[config.mk]
export PLATFORM = sky130hd
export DESIGN_NAME = dma_cfg_err_reg
export DESIGN_NICKNAME = d
export VERILOG_FILES = /design/src/rtl/dma_cfg_pkg.sv /design/src/rtl/dma_cfg_err_reg.sv
export SDC_FILE = /design/constraint.sdc
export NUM_CORES = 1
export LEC_CHECK = 0
export BUFFER_PORTS_ARGS = -buffer_cell sky130_fd_sc_hd__buf_4
export CAP_MARGIN = 25
export CORE_AREA = 2 2 39 41
export DETAILED_ROUTE_END_ITERATION = 16
export DIE_AREA = 0 0 41 43
export GPL_TIMING_DRIVEN = 0
export SYNTH_ARGS = -nofsm -noshare
export SYNTH_HDL_FRONTEND = slang
export SYNTH_SLANG_ARGS = --single-unit
[constraint.sdc]
create_clock -name clk -period 0.9 [get_ports clk]
set_input_delay 0.135 -clock clk [delete_from_list [all_inputs] [get_ports clk]]
set_output_delay 0.135 -clock clk [all_outputs]
set_load 0.01 [all_outputs]
[src/rtl/dma_cfg_pkg.sv]
package dma_cfg_pkg;
  localparam int ERR_N       = 7;
  localparam int E_SRC_ALIGN = 0;
  localparam int E_DST_ALIGN = 1;
  localparam int E_COUNT     = 2;
  localparam int E_SIZE_CODE = 3;
  localparam int E_PRIO      = 4;
  localparam int E_SG_ALIGN  = 5;
  localparam int E_LINK      = 6;
  localparam int LOW_W       = 5;

  // Low-bit mask for a size code; illegal codes yield an empty mask.
  function automatic logic [LOW_W-1:0] size_mask(input logic [2:0] code);
    logic [LOW_W-1:0] m;
    case (code)
      3'd0:    m = 5'h00;
      3'd1:    m = 5'h01;
      3'd2:    m = 5'h03;
      3'd3:    m = 5'h07;
      3'd4:    m = 5'h0f;
      3'd5:    m = 5'h1f;
      default: m = 5'h00;
    endcase
    return m;
  endfunction

  function automatic logic size_legal(input logic [2:0] code);
    return code <= 3'd5;
  endfunction
endpackage

[src/rtl/dma_cfg_err_reg.sv]
module dma_cfg_err_reg
  import dma_cfg_pkg::*;
#(
  parameter int CH_W = 3
) (
  input  logic             clk,
  input  logic             rst_n,
  input  logic [ERR_N-1:0] new_err_i,
  input  logic [CH_W-1:0]  ch_i,
  input  logic             clear_i,
  output logic [ERR_N-1:0] flags_o,
  output logic             vld_o,
  output logic [CH_W-1:0]  ch_o
);
  logic [ERR_N-1:0] flags_d, flags_q;
  logic             vld_d, vld_q;
  logic [CH_W-1:0]  ch_d, ch_q;
  logic             hit;
  logic             ch_en;

  always_comb begin
    hit     = |new_err_i;
    ch_en   = hit;
    flags_d = (clear_i ? '0 : flags_q) | new_err_i;
    vld_d   = (clear_i ? 1'b0 : vld_q) | hit;
    ch_d    = ch_en ? ch_i : ch_q;
  end

  always_ff @(posedge clk or negedge rst_n) begin
    if (!rst_n) begin
      flags_q <= '0;
      vld_q   <= 1'b0;
      ch_q    <= '0;
    end else begin
      flags_q <= flags_d;
      vld_q   <= vld_d;
      if (ch_en) ch_q <= ch_d;
    end
  end

  assign flags_o = flags_q;
  assign vld_o   = vld_q;
  assign ch_o    = ch_q;
endmodule

Word-level counts from Yosys, hierarchy flattened

Index checks and enable logic that the tools add are counted.

Flip-flop bits (word level): 11
Input bits: 13
Output and inout bits: 11
Word-level logic and storage cells: 8

Mux-type cells: 2
Bitwise logic cells: 2
Reductions and logical operators: 1

Operator list:

| operator           | count |
|---|---|
| two-way mux 7 bit  | 1 |
| bitwise OR 7 bit   | 1 |
| OR reduction 7 bit | 1 |
| two-way mux 1 bit  | 1 |
| bitwise OR 1 bit   | 1 |

Depth between registers and ports, before layout

Depth in word-level cells: 2
Depth in mapped cells: 3
Depth with buffers taken out: 3

Least setup slack after synthesis

OpenSTA, ideal clock, no wires.

Path type: input to register
From: input new_err_i[1]
To: register ch_q[0] (netlist: ch_o[0])
Library setup time: 0.125 ns
Data arrival time: 0.832 ns
Data required time: 0.775 ns
Slack: -0.057 ns
Cell stages on the path: 3
Cells stage by stage: nor4_2 nand2_2 mux2_4

Cells in the longest elaborated chain, start to end: 1

Ends and longest elaborated chain:

| what                 | line                  | source |
|---|---|---|
| from (decl)          | dma_cfg_err_reg.sv:8  | `input logic [ERR_N-1:0] new_err_i,` |
| OR reduction 7 bit   | dma_cfg_err_reg.sv:22 | `hit = \|new_err_i;` |
| to (signal assigned) | dma_cfg_err_reg.sv:37 | `if (ch_en) ch_q <= ch_d;` |
| to (decl)            | dma_cfg_err_reg.sv:17 | `logic [CH_W-1:0] ch_d, ch_q;` |

Every way passes these cells.
A chain may end at the register's enable or synchronous reset.

Final worst setup path

From: register ch_q[2] (netlist: ch_o[2])
To: output ch_o[2]

RTL lines:

| what      | line                  | source |
|---|---|---|
| to (decl) | dma_cfg_err_reg.sv:13 | `output logic [CH_W-1:0] ch_o` |

No word-level cell between the ends.

==> summary.md <==
| Metric | Value |
|---|---|
| Post-synth top area share | `~67%` |
| Fill count | `between 100 and 150` |
| Critical path cell sequence | `buf_6` |
| Top delay family on crit path | `flip-flops` |
| Most common cell in the netlist | `dfrtp_1` |
| Dpl cells | `65` |
| Layout Cells excl Fill | `77` |
| Status | `complete, but fails checks` |
| N_diodes | `0` |
| H-tree depth | `1` |
| Initial DRC Count | `0` |
| Layout cell share with drive strength beyond 1 | `65.6%` |
| Nets@finish | `75` |
| Worst slew margin | `between 80% and 90%` |
| Transition time of the tightest slew-check pin | `0.239 ns` |
| CP startpoint kind | `flop` |
| Final Slew Violations | `0` |
| Post-synth EDFFs | `0` |
| Crit-path slowest cell | `dfrtp_1` |
| DR pass1 iterations | `1` |
| Core area | `approximately 1400 µm²` |
| Final setup viols | `11` |
| Cell variety after synth | `8` |
| CTS tree | `built` |
| Sequential-to-total area share from yosys stat | `between 60% and 70%` |
| Hold path start | `new_err_i[4]` |
| CP Capture Type | `primary output` |
| First-pass GRT wire length | `approximately 1500 µm` |
| Synth async-reset ratio | `100%` |
| Grt total ovfl | `0` |
| Rows | `14` |
| Minimum clock period | `0.918 ns` |
| Worst EP required | `around 0.76 ns` |
| Chip Width | `41 µm` |
| CTS sink count | `11` |
| Setup slack, reg-to-reg | `0.01 ns` |
| F_max | `approximately 1.1 GHz` |
| Critical-path maximum fanout | `2` |
| Worst slack at placement | `-0.224 ns` |
| Final hold viol count | `0` |
| Worst skew pair latency | `between 0.2 and 0.3 ns` |
| Reg clk slew, reported paths | `roughly 0.060 ns` |
| Vias in the first global route | `between 300 and 400` |
| Dominant synthesized flop cell | `dfrtp_1` |
| Area contributors post-synth | `dfrtp_1, a21o_1, mux2_4` |
| Setup ws final | `-0.0179 ns` |
| DR vias/cell | `around 4.5` |
| Final RePlAce weighted congestion | `between 0.5 and 0.6` |
| Chip Height | `around 43 µm` |
| Yosys reg bits | `11` |
| Max-cap violations | `0` |
| CTS Buf Count | `3` |
| Worst path max stage delay | `about 0.40 ns` |
| CP bufs+invs | `1` |
| Mapped Avg Cell Area | `~16 µm²` |
| Clk_skew | `0 ns` |
| Final core occ | `between 50% and 60%` |
| Antenna violations before repair | `0` |
| Largest net degree at the start of global routing | `12` |
| Synth Net Count | `39` |
| Hold WS | `just under 0.06 ns` |
| CP arrival | `a little under 0.8 ns` |
| Pwr Density | `1420 nW/µm²` |
| Longest Clk Path Bufs | `2` |
| CP Class | `flop to primary output` |
| Commonest cells in the netlist | `dfrtp_1, a21o_1, mux2_4` |
| Root buf cell | `clkbuf_4` |
| Leak | `~0.38 nW` |
| Via count | `350` |
| # IOs | `24` |
| Tcrit/Tclk final | `102%` |
| Post-Route WL | `between 800 and 900 µm` |
| Max VDD drop | `between 0.6 and 0.7 mV` |
| Die footprint | `around 1800 µm²` |
| Initial Util | `29.7%` |
| Failing checks | `setup timing` |
| Total Power | `between 0.001 and 0.0015 W` |
| Mapped Cells | `26` |
| RR Startpoint | `ch_o[2]` |
| Post-route ant nets | `0` |
| DRC | `0` |
| Hold Path Class | `primary input to flop` |
| RSZ-0062 raised after global routing | `yes` |
| YS warnings | `0` |
| Setup crit start | `ch_o[2]` |
| Yosys top cell by area | `dfrtp_1` |
| GRT Total Usage | `12.9%` |
| Layout area overhead | `83.5%` |
| Wire per inst | `11.3 µm` |
| Number of I/O port buffers | `23` |
| Post-Syn Area | `between 400 and 500 µm²` |
## area by class of cell
| class | count | area [µm²] | share of cell area (%) |
|---|---|---|---|
| Tap cell | 16 | 20.0 | 2.66 |
| Clock buffer | 4 | 26.3 | 3.49 |
| Inverter | 1 | 3.75 | 0.498 |
| Sequential cell | 11 | 275 | 36.5 |
| Timing Repair Buffer | 31 | 288 | 38.2 |
| Multi-Input combinational cell | 14 | 140 | 18.6 |
## cells by family after synthesis
logic type | after synthesis | synth area share [%]
simple gates | 3 | 5.79
compound gates | 8 | 15.2
flops | 11 | 67.1
mux | 3 | 11.0
buf+inv | 1 | 0.914
## metal layers
metal,track usage [%],part of all wire [%],up-vias
li1,-,-,163
met1,16.1,40,167
met2,18.1,49,18
met3,3.14,10,2
met4,10.0,0.92,0
met5,0,0,-
## through the flow
stage                     setup TNS, ns  area (µm²)
final                            -0.117         753
after global routing             -0.606         753
after CTS                        -0.225         734
after detailed placement         -0.776         612
after global placement           -0.726         612
after floorplan                  -0.111         419
## report_power, final
part           internal (W)  total, W  switching (W)
Clock              0.000171  0.000317       0.000146
Combinational      0.000137  0.000205      0.0000687
Sequential         0.000523  0.000545      0.0000220
## worst paths after layout
check,to,depth (start not counted)
setup / recovery,ch_o[2],1
hold / removal,flags_o[4],2
setup reg to reg,ch_o[2],2
hold reg to reg,flags_o[5],1
max in group asynchronous,flags_o[6],2
min in group asynchronous,flags_o[4],2
## layout by cell type (no fill, tap or decap)
master	Yosys	final
a21o_2	2	2
nor4_4	0	1
dlygate4sd3_1	0	1
a21o_1	6	6
mux2_4	3	3
buf_4	0	16
nor3_1	1	1
dfrtp_1	11	11
buf_6	0	14
clkbuf_4	0	3
nand2_2	1	1
inv_1	1	1
clkbuf_1	0	1
## flip-flops by register name (all words and copies together) (netlist names)
register,count
flags_o,7
vld_o,1
ch_o,3
## repair_timing
action | 4_1_cts | 5_1_grt
hold endpoints to repair | 11 | 0
gates resized for setup | 11 | 3
pin swaps | 0 | 0
buffers inserted | 6 | 1
hold buffers | 1 | 0
endpoints found under the setup margin | 11 | 14
Power figures use the tool's default switching activity.
